### config.mk
export PLATFORM = sky130hd
export DESIGN_NAME = cas_unit
export DESIGN_NICKNAME = d
export VERILOG_FILES = /design/src/rtl/cas_pkg.sv /design/src/rtl/cas_align.sv /design/src/rtl/cas_compare.sv /design/src/rtl/cas_unit.sv
export SDC_FILE = /design/constraint.sdc
export NUM_CORES = 1
export LEC_CHECK = 0
export BUFFER_PORTS_ARGS = -buffer_cell sky130_fd_sc_hd__buf_2
export CORE_ASPECT_RATIO = 1.1
export CORE_MARGIN = 4
export CORE_UTILIZATION = 45
export CTS_CLUSTER_DIAMETER = 120
export CTS_CLUSTER_SIZE = 25
export DETAILED_ROUTE_END_ITERATION = 8
export PLACE_DENSITY = 0.7
export SLEW_MARGIN = 20
export SYNTH_ARGS = -nofsm -noshare
export SYNTH_HDL_FRONTEND = slang
export SYNTH_HIERARCHICAL = 1
export SYNTH_SLANG_ARGS = --single-unit
### constraint.sdc
create_clock -name clk -period 7.45 [get_ports clk]
set_input_delay 0.745 -clock clk [delete_from_list [all_inputs] [get_ports clk]]
set_output_delay 0.745 -clock clk [all_outputs]
set_load 0.02 [all_outputs]
### src/rtl/cas_pkg.sv
package cas_pkg;

   localparam int SIZE_W = 2;
   localparam int N_SIZES = 4;

   typedef enum logic [SIZE_W-1:0] {
      SZ_B = 2'd0,
      SZ_H = 2'd1,
      SZ_W = 2'd2,
      SZ_D = 2'd3
   } cas_size_e;

   typedef struct packed {
      logic of_f;
      logic sf_f;
      logic zf_f;
      logic af_f;
      logic pf_f;
      logic cf_f;
   } cas_flags_t;

   typedef enum logic [2:0] {
      ST_IDLE    = 3'd0,
      ST_READ    = 3'd1,
      ST_COMPARE = 3'd2,
      ST_WRITE   = 3'd3,
      ST_DONE    = 3'd4
   } cas_state_e;

endpackage

### src/rtl/cas_align.sv
module cas_align
   import cas_pkg::*;
#(
   parameter int ADDR_W = 32,
   parameter bit ENABLE = 1'b1
) (
   input  logic [ADDR_W-1:0] addr,
   input  cas_size_e         size,
   input  logic              chk_en,
   output logic              misaligned
);

   generate
      if (ENABLE) begin : g_chk
         logic [2:0] low;
         logic       hit;
         logic       unused_hi;
         assign low       = addr[2:0];
         assign unused_hi = ^addr[ADDR_W-1:3];
         always_comb begin
            unique case (size)
               SZ_B:    hit = 1'b0;
               SZ_H:    hit = low[0];
               SZ_W:    hit = |low[1:0];
               default: hit = |low;
            endcase
         end
         assign misaligned = chk_en & hit;
      end else begin : g_off
         logic unused_in;
         assign unused_in  = ^{addr, size, chk_en};
         assign misaligned = 1'b0;
      end
   endgenerate

endmodule

### src/rtl/cas_compare.sv
module cas_compare
   import cas_pkg::*;
#(
   parameter int DATA_W = 64
) (
   input  logic [DATA_W-1:0] acc,
   input  logic [DATA_W-1:0] dest,
   input  logic [DATA_W-1:0] src,
   input  cas_size_e         size,
   output cas_flags_t        flags,
   output logic [DATA_W-1:0] acc_new,
   output logic [DATA_W-1:0] dst_new
);

   logic [N_SIZES-1:0][DATA_W-1:0] mask_tbl;
   logic [N_SIZES-1:0]             a_top;
   logic [N_SIZES-1:0]             d_top;
   logic [N_SIZES-1:0]             r_top;

   logic [DATA_W-1:0] mask;
   logic [DATA_W-1:0] am;
   logic [DATA_W-1:0] dm;
   logic [DATA_W:0]   diff_ext;
   logic [DATA_W-1:0] rm;
   logic              eq;

   assign mask     = mask_tbl[size];
   assign am       = acc & mask;
   assign dm       = dest & mask;
   assign diff_ext = {1'b0, am} - {1'b0, dm};
   assign rm       = diff_ext[DATA_W-1:0] & mask;
   assign eq       = (am == dm);

   generate
      for (genvar i = 0; i < N_SIZES; i++) begin : g_width
         localparam int W = 8 << i;
         if (W >= DATA_W) begin : g_full
            assign mask_tbl[i] = '1;
         end else begin : g_part
            assign mask_tbl[i] = {{(DATA_W-W){1'b0}}, {W{1'b1}}};
         end
         assign a_top[i] = am[W-1];
         assign d_top[i] = dm[W-1];
         assign r_top[i] = rm[W-1];
      end
   endgenerate

   always_comb begin
      flags.cf_f = diff_ext[DATA_W];
      flags.zf_f = eq;
      flags.af_f = am[4] ^ dm[4] ^ rm[4];
      flags.pf_f = ~^rm[7:0];
      flags.sf_f = r_top[size];
      flags.of_f = (a_top[size] ^ d_top[size]) & (a_top[size] ^ r_top[size]);
   end

   assign acc_new = eq ? acc : ((acc & ~mask) | dm);
   assign dst_new = eq ? (src & mask) : dm;

endmodule

### src/rtl/cas_unit.sv
module cas_unit
   import cas_pkg::*;
#(
   parameter int DATA_W         = 64,
   parameter int ADDR_W         = 32,
   parameter bit ALIGN_FAULT_EN = 1'b1
) (
   input  logic              clk,
   input  logic              rst_n,
   input  logic              start,
   input  logic [1:0]        size_sel,
   input  logic              lock_req,
   input  logic              dst_is_mem,
   input  logic              align_chk_en,
   input  logic [ADDR_W-1:0] addr,
   input  logic [DATA_W-1:0] acc_in,
   input  logic [DATA_W-1:0] src_in,
   input  logic [DATA_W-1:0] reg_dst_in,
   output logic              mem_rd,
   output logic              mem_wr,
   output logic              mem_lock,
   output logic [ADDR_W-1:0] mem_addr,
   output logic [DATA_W-1:0] mem_wdata,
   input  logic [DATA_W-1:0] mem_rdata,
   input  logic              mem_ready,
   output logic              done,
   output logic              busy,
   output logic [DATA_W-1:0] acc_out,
   output logic [DATA_W-1:0] dst_out,
   output logic [5:0]        flags_out,
   output logic              fault_ud,
   output logic              fault_ac
);

   localparam int FLAG_W = $bits(cas_flags_t);

   generate
      if (DATA_W != 64) begin : g_bad_data_w
         $fatal(1, "cas_unit: DATA_W must be 64 to hold the widest operand");
      end
      if (ADDR_W < 3) begin : g_bad_addr_w
         $fatal(1, "cas_unit: ADDR_W must cover the 8-byte alignment bits");
      end
      if (FLAG_W != 6) begin : g_bad_flag_w
         $fatal(1, "cas_unit: flag record must be six bits");
      end
   endgenerate

   cas_state_e        state_q;
   cas_size_e         size_q;
   logic              lock_q;
   logic              is_mem_q;
   logic [ADDR_W-1:0] addr_q;
   logic [DATA_W-1:0] acc_q;
   logic [DATA_W-1:0] src_q;
   logic [DATA_W-1:0] dest_q;
   logic [DATA_W-1:0] acc_res_q;
   logic [DATA_W-1:0] dst_res_q;
   cas_flags_t        flags_res_q;
   logic              ud_q;
   logic              ac_q;

   cas_size_e         size_in;
   logic              misaligned;
   logic              ud_hit;
   cas_flags_t        cmp_flags;
   logic [DATA_W-1:0] cmp_acc;
   logic [DATA_W-1:0] cmp_dst;

   assign size_in = cas_size_e'(size_sel);
   assign ud_hit  = lock_req & ~dst_is_mem;

   cas_align #(
      .ADDR_W (ADDR_W),
      .ENABLE (ALIGN_FAULT_EN)
   ) u_align (
      .addr       (addr),
      .size       (size_in),
      .chk_en     (align_chk_en & dst_is_mem),
      .misaligned (misaligned)
   );

   cas_compare #(
      .DATA_W (DATA_W)
   ) u_cmp (
      .acc     (acc_q),
      .dest    (dest_q),
      .src     (src_q),
      .size    (size_q),
      .flags   (cmp_flags),
      .acc_new (cmp_acc),
      .dst_new (cmp_dst)
   );

   always_ff @(posedge clk or negedge rst_n) begin
      if (!rst_n) begin
         state_q     <= ST_IDLE;
         size_q      <= SZ_B;
         lock_q      <= 1'b0;
         is_mem_q    <= 1'b0;
         addr_q      <= '0;
         acc_q       <= '0;
         src_q       <= '0;
         dest_q      <= '0;
         acc_res_q   <= '0;
         dst_res_q   <= '0;
         flags_res_q <= '0;
         ud_q        <= 1'b0;
         ac_q        <= 1'b0;
      end else begin
         unique case (state_q)
            ST_IDLE: begin
               if (start) begin
                  size_q      <= size_in;
                  lock_q      <= lock_req;
                  is_mem_q    <= dst_is_mem;
                  addr_q      <= addr;
                  acc_q       <= acc_in;
                  src_q       <= src_in;
                  dest_q      <= reg_dst_in;
                  ud_q        <= ud_hit;
                  ac_q        <= ~ud_hit & misaligned;
                  acc_res_q   <= acc_in;
                  dst_res_q   <= '0;
                  flags_res_q <= '0;
                  if (ud_hit || misaligned) begin
                     state_q <= ST_DONE;
                  end else if (dst_is_mem) begin
                     state_q <= ST_READ;
                  end else begin
                     state_q <= ST_COMPARE;
                  end
               end
            end
            ST_READ: begin
               if (mem_ready) begin
                  dest_q  <= mem_rdata;
                  state_q <= ST_COMPARE;
               end
            end
            ST_COMPARE: begin
               acc_res_q   <= cmp_acc;
               dst_res_q   <= cmp_dst;
               flags_res_q <= cmp_flags;
               state_q     <= is_mem_q ? ST_WRITE : ST_DONE;
            end
            ST_WRITE: begin
               if (mem_ready) begin
                  state_q <= ST_DONE;
               end
            end
            default: begin
               state_q <= ST_IDLE;
            end
         endcase
      end
   end

   assign mem_rd    = (state_q == ST_READ);
   assign mem_wr    = (state_q == ST_WRITE);
   assign mem_lock  = lock_q & ((state_q == ST_READ) ||
                                (state_q == ST_COMPARE) ||
                                (state_q == ST_WRITE));
   assign mem_addr  = addr_q;
   assign mem_wdata = dst_res_q;

   assign done      = (state_q == ST_DONE);
   assign busy      = (state_q != ST_IDLE);
   assign acc_out   = acc_res_q;
   assign dst_out   = dst_res_q;
   assign flags_out = flags_res_q;
   assign fault_ud  = done & ud_q;
   assign fault_ac  = done & ac_q;

endmodule

==> results of run 1 <==
report_power, final:
group	internal (mW)	switching, mW	leakage, nW
combinational	2.30	3.23	7.16
sequential	2.90	0.864	4.59
clock	0.465	0.655	0.241
total	5.67	4.75	12.0
cell usage after synthesis, drive strengths merged, types with 7 or more instances:
library cell,number
o311ai,58
inv,77
mux2,184
ha,64
nor2,16
buf,138
dfrtp,367
nand3,14
xnor2,13
o21ai,18
and3,40
a21boi,17
a221o,7
a21oi,75
a21o,22
a22o,70
and2,36
nand4,12
clkbuf,59
nand2,752
flip-flops by register name (all words and copies together), names as in the netlist:
name and cells:
src_q 64, lock_q 1, flags_out 6, dst_out 64, ac_q 1, dest_q 64
mem_addr 32, state_q 3, acc_q 64, is_mem_q 1, size_q 2, ud_q 1
acc_out 64
cell families (layout without fill, tap and decap cells):
group | Yosys count | count (layout) | synth area share (%)
compound gates | 298 | 298 | 11.2
fa+ha+maj | 65 | 65 | 4.16
flops | 367 | 367 | 46.6
mux | 188 | 188 | 10.8
simple gates | 908 | 908 | 19.2
other cells | 0 | 6 | 0
xor+xnor | 14 | 14 | 0.622
buf+inv | 274 | 645 | 7.31
cells in the final DEF, fill, tap and decap left out, types with 18 or more instances in the layout:
| cell type | synthesis | layout |
|---|---|---|
| sky130_fd_sc_hd__a21o_1 | 22 | 22 |
| sky130_fd_sc_hd__a21oi_1 | 75 | 75 |
| sky130_fd_sc_hd__a22o_1 | 70 | 70 |
| sky130_fd_sc_hd__and2_1 | 35 | 35 |
| sky130_fd_sc_hd__and3_1 | 39 | 38 |
| sky130_fd_sc_hd__buf_2 | 42 | 532 |
| sky130_fd_sc_hd__clkbuf_16 | 0 | 19 |
| sky130_fd_sc_hd__dfrtp_1 | 367 | 364 |
| sky130_fd_sc_hd__ha_1 | 64 | 64 |
| sky130_fd_sc_hd__inv_1 | 77 | 77 |
| sky130_fd_sc_hd__mux2_2 | 183 | 183 |
| sky130_fd_sc_hd__nand2_1 | 752 | 751 |
| sky130_fd_sc_hd__o21ai_0 | 18 | 18 |
| sky130_fd_sc_hd__o311ai_0 | 58 | 58 |
worst max-delay path: stages, from the launching register on:
cell and delay, ns:
sky130_fd_sc_hd__dfrtp_4 1.01, sky130_fd_sc_hd__and2_1 0.23, sky130_fd_sc_hd__buf_4 0.32, sky130_fd_sc_hd__nand2_1 0.10, sky130_fd_sc_hd__ha_1 0.33, sky130_fd_sc_hd__nand4_1 0.18, sky130_fd_sc_hd__or2_2 0.33, sky130_fd_sc_hd__nor4_1 0.32
sky130_fd_sc_hd__and4_1 0.40, sky130_fd_sc_hd__nand3_4 0.75, sky130_fd_sc_hd__nand2_1 0.99, sky130_fd_sc_hd__mux2_2 0.41, sky130_fd_sc_hd__nand2_1 0.05, sky130_fd_sc_hd__o311ai_0 0.16
worst paths after layout:
kind                             start            to  slack [ns]  depth (start not counted)
setup / recovery             size_q[1]   acc_out[19]        1.63                         13
setup reg to reg             size_q[1]   acc_out[19]        1.63                         13
hold reg to reg            mem_addr[1]   mem_addr[1]        0.48                          2
min in group clk              addr[29]  mem_addr[29]        0.38                          3
max in group asynchronous        rst_n  mem_addr[14]        5.61                          2
hold / removal                   rst_n     src_q[42]        0.28                          1
per-layer routing:
layer | track usage [%] | vias up | routed length, µm
met2 | 41.5 | 558 | 29500
met5 | 0 | - | 13
met4 | 6.61 | 2 | 1270
met3 | 3.07 | 73 | 3440
met1 | 31.5 | 7990 | 24600
li1 | - | 7782 | -
cell type report:
| type | count | area, µm² |
|---|---|---|
| Tap cell | 574 | 718 |
| Fill cell | 4034 | 20700 |
| Inverter | 77 | 289 |
| Clock buffer | 21 | 483 |
| Sequential cell | 367 | 9190 |
| Multi-Input combinational cell | 1473 | 9140 |
| Timing Repair Buffer | 546 | 2810 |
| Clock inverter | 1 | 8.76 |
| Antenna cell | 6 | 15.0 |
per-stage QoR:
| step | hold slack, ns | power, mW | worst slack (ns) |
|---|---|---|---|
| after global routing | 0.351 | 11.2 | 1.21 |
| after floorplan | 0.430 | 7.74 | 3.66 |
| after CTS | 0.316 | 10.5 | 1.56 |
| final | 0.284 | 10.4 | 1.63 |
| after detailed placement | 0.457 | 9.33 | 1.57 |
| after global placement | 0.446 | 9.17 | 1.80 |
==> flow_results.xml, run 1 <==
<?xml version="1.0" encoding="UTF-8"?>
<metrics>
  <group name="synth">
    <metric name="netlist_area" unit="mm²">0.0197</metric>
    <metric name="synth_area_leaders" unit="">sky130_fd_sc_hd__dfrtp_1 (47%), sky130_fd_sc_hd__nand2_1 (14%), sky130_fd_sc_hd__mux2_2 (10%), sky130_fd_sc_hd__ha_1 (4.1%), sky130_fd_sc_hd__a22o_1 (3.1%)</metric>
    <metric name="synth_seq_cells" unit="">367</metric>
    <metric name="synth-main-ff-cell" unit="">sky130_fd_sc_hd__dfrtp_1</metric>
    <metric name="syn_area_per_cell" unit="µm²">9.33</metric>
    <metric name="async_reset_ff_share" unit="%">100</metric>
    <metric name="post_synth_num_cell_types" unit="">63</metric>
    <metric name="post_syn_instances" unit="">2114</metric>
    <metric name="synth_nets" unit="">2476</metric>
    <metric name="yosysWarningCount" unit="">6</metric>
    <metric name="yosysTopAreaCell" unit="">sky130_fd_sc_hd__dfrtp_1</metric>
    <metric name="number_of_synthesized_flops_with_an_enable_pin" unit="">0</metric>
    <metric name="synth_seq_area_share" unit="%">46.6</metric>
    <metric name="netlist.area_leader.share" unit="%">46.6</metric>
  </group>
  <group name="placement">
    <metric name="dpl-instance-area" unit="mm²">0.0221</metric>
    <metric name="portBuffers" unit="">533</metric>
    <metric name="dp_cells" unit="">3036</metric>
    <metric name="gp_congestion" unit="">0.844</metric>
    <metric name="place_hpwl" unit="µm">41400</metric>
  </group>
  <group name="clock_network">
    <metric name="cts_setup_buffers" unit="">0</metric>
    <metric name="clock_tree_from_tritoncts" unit="">built</metric>
    <metric name="clock_tree.root_cell" unit="">sky130_fd_sc_hd__clkbuf_16</metric>
    <metric name="holdBufCountCts" unit="">0</metric>
    <metric name="cts.htree.levels" unit="">1</metric>
    <metric name="clk_pin_slew_worst_paths" unit="ns">0.10</metric>
    <metric name="clkSinkCount" unit="">367</metric>
    <metric name="clock_tree.buffer_depth" unit="">3</metric>
    <metric name="cts_buffers" unit="">18</metric>
    <metric name="clk-insertion-delay-late" unit="ns">0.55</metric>
    <metric name="cts_resized" unit="">0</metric>
  </group>
  <group name="worst_setup_path">
    <metric name="crit_path_start_kind" unit="">flop</metric>
    <metric name="critPathRequiredTime" unit="ns">7.81</metric>
    <metric name="path_max_fanout" unit="">92</metric>
    <metric name="end_kind" unit="">flop</metric>
    <metric name="worst_ep_arrival_time" unit="ns">6.19</metric>
    <metric name="category_of_the_critical_setup_timing_path" unit="">flop to flop</metric>
  </group>
  <group name="global_route">
    <metric name="global_route.usage.total" unit="%">23.8</metric>
    <metric name="number_of_global_route_vias_before_repair" unit="">16500</metric>
    <metric name="grt_antenna_before_repair" unit="">7</metric>
    <metric name="overflow" unit="">0</metric>
    <metric name="grt_pass1_wl" unit="µm">91500</metric>
    <metric name="grt_max_degree" unit="">177</metric>
  </group>
  <group name="floorplanning">
    <metric name="die_area" unit="mm²">0.0472</metric>
    <metric name="die_y" unit="µm">228</metric>
    <metric name="core_region_area" unit="mm²">0.0433</metric>
    <metric name="io_pins" unit="">534</metric>
    <metric name="initial_core_util" unit="%">45.5</metric>
    <metric name="width_of_the_chip" unit="µm">208</metric>
    <metric name="floorplan.rows" unit="">80</metric>
  </group>
  <group name="route">
    <metric name="via_count" unit="">16400</metric>
    <metric name="drt_first_iter_violations" unit="">1037</metric>
    <metric name="drt_pass_1_iters" unit="">5</metric>
    <metric name="post_drt_wl_per_cell" unit="µm">19.2</metric>
    <metric name="remaining_drc_errors" unit="">0</metric>
    <metric name="routed_wirelength" unit="µm">58800</metric>
    <metric name="ant_nets" unit="">0</metric>
    <metric name="via_per_inst" unit="">5.35</metric>
  </group>
  <group name="timing">
    <metric name="clock.fmax" unit="MHz">172</metric>
    <metric name="grt_setup_unrepaired" unit="">false</metric>
    <metric name="timing.slew.headroom" unit="%">28.7</metric>
    <metric name="timing.setup.tns" unit="ns">0</metric>
    <metric name="clock_skew" unit="ns">0.0248</metric>
    <metric name="timing_max_transition_violations_final" unit="">0</metric>
    <metric name="period_share" unit="%">78.2</metric>
    <metric name="finalSetupViolCount" unit="">0</metric>
    <metric name="min_period" unit="ns">5.82</metric>
    <metric name="final-hold-violation-count" unit="">0</metric>
    <metric name="worst-slew-pin-transition" unit="ns">1.07</metric>
  </group>
  <group name="layout">
    <metric name="final_cell_count_no_fill" unit="">3065</metric>
    <metric name="stdcell_area" unit="mm²">0.0227</metric>
    <metric name="final_net_count" unit="">2845</metric>
    <metric name="layout_cells_sized_above_1" unit="%">31.1</metric>
    <metric name="syn2layout_area_growth" unit="%">14.9</metric>
    <metric name="core_util_final" unit="%">52.3</metric>
  </group>
  <group name="status">
    <metric name="status" unit="">finished, final reports clean</metric>
  </group>
  <group name="power">
    <metric name="power.density" unit="mW/mm²">460</metric>
    <metric name="leakage" unit="nW">12.0</metric>
    <metric name="ir_worst_vdd" unit="mV">0.322</metric>
  </group>
  <group name="run">
    <metric name="maxCapViolations" unit="">0</metric>
  </group>
  <group name="hold_path">
    <metric name="hold_path.class" unit="">input pin to async pin</metric>
  </group>
</metrics>
Note: power is estimated with default switching activity, not from simulation.
==> run 2: changes to the inputs <==
--- a/config.mk
+++ b/config.mk
@@ -5,6 +5,7 @@
 export SDC_FILE = /design/constraint.sdc
 export NUM_CORES = 1
 export LEC_CHECK = 0
+export ABC_AREA = 1
 export BUFFER_PORTS_ARGS = -buffer_cell sky130_fd_sc_hd__buf_2
 export CORE_ASPECT_RATIO = 1.1
 export CORE_MARGIN = 4
==> constraint.sdc (replaced) <==
create_clock -name clk -period 5.48 [get_ports clk]
set_input_delay 0.548 -clock clk [delete_from_list [all_inputs] [get_ports clk]]
set_output_delay 0.548 -clock clk [all_outputs]
set_load 0.02 [all_outputs]
==> flow_results.xml, run 2 <==
<?xml version="1.0" encoding="UTF-8"?>
<metrics>
  <group name="worst_setup_path">
    <metric name="crit_chain" unit="">nor2_2 -&gt; clkinv_1 -&gt; nand2_1 -&gt; ha_1 -&gt; nand2_1 -&gt; nor2_1 -&gt; inv_1 -&gt; nor4_2 -&gt; nand2_2 -&gt; nand2_4 -&gt; o21ai_0 -&gt; o21ai_0 -&gt; nand2_1 -&gt; nand3_1</metric>
    <metric name="category_of_the_critical_setup_timing_path" unit="">flop to flop</metric>
    <metric name="worst_path_largest_cell_delay" unit="ns">0.76</metric>
    <metric name="crit-reg2reg-capture" unit="">acc_out[40]</metric>
    <metric name="timing.critical_path.slowest_stage_cell" unit="">sky130_fd_sc_hd__nand2_4</metric>
    <metric name="end_kind" unit="">flop</metric>
    <metric name="worst_setup_path_startpoint" unit="">size_q[0]</metric>
    <metric name="timing.critical_path.buf_inv" unit="">2</metric>
    <metric name="worst_ep_arrival_time" unit="ns">4.96</metric>
    <metric name="path_max_fanout" unit="">80</metric>
    <metric name="critPathRequiredTime" unit="ns">5.97</metric>
    <metric name="setup_slack_of_the_most_critical_reg_to_reg_path" unit="ns">1.01</metric>
    <metric name="timing.reg2reg.worst_path_depth" unit="">14</metric>
    <metric name="crit_path_start_kind" unit="">flop</metric>
    <metric name="worst_path_most_repeated_cell" unit="">sky130_fd_sc_hd__nand2_1</metric>
    <metric name="worst_path_dominant_cell_family" unit="">simple AND/OR/NAND/NOR gates</metric>
    <metric name="crit-reg2reg-launch" unit="">size_q[0]</metric>
  </group>
  <group name="synth">
    <metric name="synth.most_common_cell" unit="">sky130_fd_sc_hd__nand2_1</metric>
    <metric name="yosysWarningCount" unit="">6</metric>
    <metric name="async_reset_ff_share" unit="%">100</metric>
    <metric name="synth_area_leaders" unit="">sky130_fd_sc_hd__dfrtp_1 (46%), sky130_fd_sc_hd__nand2_1 (28%), sky130_fd_sc_hd__ha_1 (4.0%), sky130_fd_sc_hd__nand3_1 (3.9%), sky130_fd_sc_hd__buf_4 (3.2%)</metric>
    <metric name="netlist.area_leader.share" unit="%">46.1</metric>
    <metric name="synth_seq_cells" unit="">367</metric>
    <metric name="netlist_area" unit="mm²">0.0199</metric>
    <metric name="post_synth_num_cell_types" unit="">41</metric>
    <metric name="post_syn_instances" unit="">2773</metric>
    <metric name="synth_seq_area_share" unit="%">46.1</metric>
    <metric name="yosysTopAreaCell" unit="">sky130_fd_sc_hd__dfrtp_1</metric>
    <metric name="syn_area_per_cell" unit="µm²">7.19</metric>
    <metric name="synthTopCellsByCount" unit="">sky130_fd_sc_hd__nand2_1 (1501), sky130_fd_sc_hd__dfrtp_1 (367), sky130_fd_sc_hd__nand3_1 (155)</metric>
    <metric name="synth-main-ff-cell" unit="">sky130_fd_sc_hd__dfrtp_1</metric>
    <metric name="number_of_synthesized_flops_with_an_enable_pin" unit="">0</metric>
    <metric name="synth_nets" unit="">3135</metric>
  </group>
  <group name="clock_network">
    <metric name="cts_buffers" unit="">18</metric>
    <metric name="clock_tree.root_cell" unit="">sky130_fd_sc_hd__clkbuf_16</metric>
    <metric name="clk-insertion-delay-late" unit="ns">0.55</metric>
    <metric name="clock_tree_from_tritoncts" unit="">built</metric>
    <metric name="cts_resized" unit="">0</metric>
    <metric name="clkSinkCount" unit="">367</metric>
    <metric name="clk_pin_slew_worst_paths" unit="ns">0.11</metric>
    <metric name="cts.htree.levels" unit="">1</metric>
    <metric name="clock_tree.buffer_depth" unit="">3</metric>
  </group>
  <group name="global_route">
    <metric name="grt_max_degree" unit="">167</metric>
    <metric name="global_route.usage.total" unit="%">25.4</metric>
    <metric name="grt_pass1_wl" unit="µm">101000</metric>
    <metric name="grt_antenna_before_repair" unit="">1</metric>
    <metric name="overflow" unit="">0</metric>
    <metric name="number_of_global_route_vias_before_repair" unit="">18900</metric>
  </group>
  <group name="placement">
    <metric name="gp_congestion" unit="">0.875</metric>
    <metric name="portBuffers" unit="">533</metric>
    <metric name="dpl-instance-area" unit="mm²">0.0223</metric>
    <metric name="place_hpwl" unit="µm">44800</metric>
  </group>
  <group name="route">
    <metric name="via_per_inst" unit="">5.13</metric>
    <metric name="ant_nets" unit="">0</metric>
    <metric name="remaining_drc_errors" unit="">0</metric>
    <metric name="post_drt_wl_per_cell" unit="µm">16.9</metric>
    <metric name="via_count" unit="">19100</metric>
    <metric name="drt_pass_1_iters" unit="">8</metric>
    <metric name="drt_first_iter_violations" unit="">1534</metric>
    <metric name="routed_wirelength" unit="µm">62900</metric>
  </group>
  <group name="power">
    <metric name="leakage" unit="nW">13.6</metric>
    <metric name="power.density" unit="mW/mm²">607</metric>
    <metric name="report.power.total" unit="mW">13.9</metric>
    <metric name="clkPwrFrac" unit="%">11.0</metric>
    <metric name="ir_worst_vdd" unit="mV">0.407</metric>
    <metric name="power.sequential.fraction" unit="%">34.3</metric>
    <metric name="switching_power" unit="mW">6.91</metric>
    <metric name="sw_frac_of_total" unit="%">49.7</metric>
    <metric name="comb_power_share" unit="%">54.7</metric>
    <metric name="cellInternalPower" unit="mW">6.98</metric>
  </group>
  <group name="floorplanning">
    <metric name="initial_core_util" unit="%">45.7</metric>
    <metric name="io_pins" unit="">534</metric>
    <metric name="die_area" unit="mm²">0.0477</metric>
    <metric name="die_y" unit="µm">229</metric>
    <metric name="floorplan.rows" unit="">80</metric>
    <metric name="width_of_the_chip" unit="µm">209</metric>
    <metric name="core_region_area" unit="mm²">0.0436</metric>
  </group>
  <group name="layout">
    <metric name="final_net_count" unit="">3508</metric>
    <metric name="stdcell_area" unit="mm²">0.0229</metric>
    <metric name="mostFrequentLayoutCells" unit="">sky130_fd_sc_hd__nand2_1 (1500), sky130_fd_sc_hd__buf_2 (532), sky130_fd_sc_hd__dfrtp_1 (366)</metric>
    <metric name="syn2layout_area_growth" unit="%">14.7</metric>
    <metric name="most_frequent_standard_cell_in_the_layout_excluding_fill_and_tap_cells" unit="">sky130_fd_sc_hd__nand2_1</metric>
    <metric name="core_util_final" unit="%">52.4</metric>
    <metric name="fillers" unit="">4380</metric>
    <metric name="insertedDiodeCount" unit="">0</metric>
    <metric name="layout_cells_sized_above_1" unit="%">19.0</metric>
  </group>
  <group name="timing">
    <metric name="timing.setup.tns" unit="ns">0</metric>
    <metric name="final-hold-violation-count" unit="">0</metric>
    <metric name="grt_setup_unrepaired" unit="">false</metric>
    <metric name="timing_max_transition_violations_final" unit="">0</metric>
    <metric name="period_share" unit="%">81.6</metric>
    <metric name="clock_skew" unit="ns">0.0326</metric>
    <metric name="timing.slew.headroom" unit="%">30.7</metric>
    <metric name="hold_slack" unit="ns">0.195</metric>
    <metric name="clock.fmax" unit="MHz">224</metric>
    <metric name="finalSetupViolCount" unit="">0</metric>
    <metric name="min_period" unit="ns">4.47</metric>
    <metric name="worst-slew-pin-transition" unit="ns">1.04</metric>
  </group>
  <group name="run">
    <metric name="maxCapViolations" unit="">0</metric>
  </group>
  <group name="hold_path">
    <metric name="timing.hold.worst_endpoint" unit="">src_q[46]</metric>
    <metric name="worst_hold_path.num_cells" unit="">3</metric>
    <metric name="hold_path.class" unit="">input pin to flop</metric>
    <metric name="holdCritStartpoint" unit="">src_in[46]</metric>
  </group>
  <group name="status">
    <metric name="status" unit="">finished, final reports clean</metric>
  </group>
</metrics>
==> run 2: cell types whose count changed in the layout (fill, tap and decap cells not counted), sizes merged, moves of 35 or more <==
cell,change
mux2,-184
o311ai,-58
a22o,-70
nand2,+753
o21ai,+125
and3,-38
inv,+69
nor2,+75
and2,-35
nand3,+141
==> run 2: what timing repair did <==
item / CTS / global route
hold buffers: 0 / 1
buffers inserted: 0 / 0
hold endpoints to repair: 0 / 23
endpoints found under the setup margin: 0 / 0
==> run 2: worst min-delay path, stage by stage <==
cell and delay [ns]:
sky130_fd_sc_hd__buf_2 0.08, sky130_fd_sc_hd__nand2_1 0.04, sky130_fd_sc_hd__nand2_1 0.05
==> run 2: final cells by class <==
| class | instances | area [µm²] | share of cell area, % |
|---|---|---|---|
| repair buffers | 554 | 2910 | 12.7 |
| multi-input cells | 2058 | 9020 | 39.4 |
| inverters | 147 | 557 | 2.43 |
| clock inverters | 1 | 8.76 | 0.0383 |
| well taps | 574 | 718 | 3.14 |
| clock buffers | 21 | 483 | 2.11 |
| flip-flops and latches | 367 | 9190 | 40.1 |
==> run 2: how the worst max path moves through the flow <==
| stage | end | cells after the start |
|---|---|---|
| 6_report | acc_out[40] | 14 |
| 5_1_grt | acc_out[58] | 13 |
| 4_1_cts | acc_out[45] | 14 |
| 3_5_place_dp | acc_out[52] | 14 |
| 3_3_place_gp | acc_out[34] | 13 |
| 2_1_floorplan | flags_out[5] | 21 |
==> run 2: metrics by stage <==
| stage | cells | setup slack, ns |
|---|---|---|
| 5_1_grt | 3722 | 0.401 |
| 6_report | 3722 | 1.01 |
| 2_1_floorplan | 2773 | 2.62 |
| 3_3_place_gp | 3698 | 1.13 |
| 4_1_cts | 3720 | 0.977 |
| 3_5_place_dp | 3698 | 1.05 |
==> run 2: per-layer routing <==
layer,wire [µm],GRT usage [%],up-vias
li1,-,-,9259
met2,30700,43.4,739
met5,7,0,-
met3,3990,2.68,88
met1,26600,34.9,8990
met4,1530,6.61,2
==> run 2: power groups by stage <==
stage	combinational, mW	clock (mW)	sequential [mW]
3_5_place_dp	7.63	0	4.80
6_report	7.60	1.53	4.77
4_1_cts	7.67	1.56	4.76
5_1_grt	8.59	1.66	4.92
3_3_place_gp	7.49	0	4.78
2_1_floorplan	5.06	0	5.15
==> run 2: kinds of logic after synthesis <==
group                      Yosys count  share of synthesized area (%)
adders and majority gates           65                           4.12
xor gates and xnor gates            12                          0.527
and+or+nand+nor                   1776                           35.1
buffers and inverters              348                           8.82
DFF                                367                           46.1
AOI/OAI and AO/OA                  205                           5.42
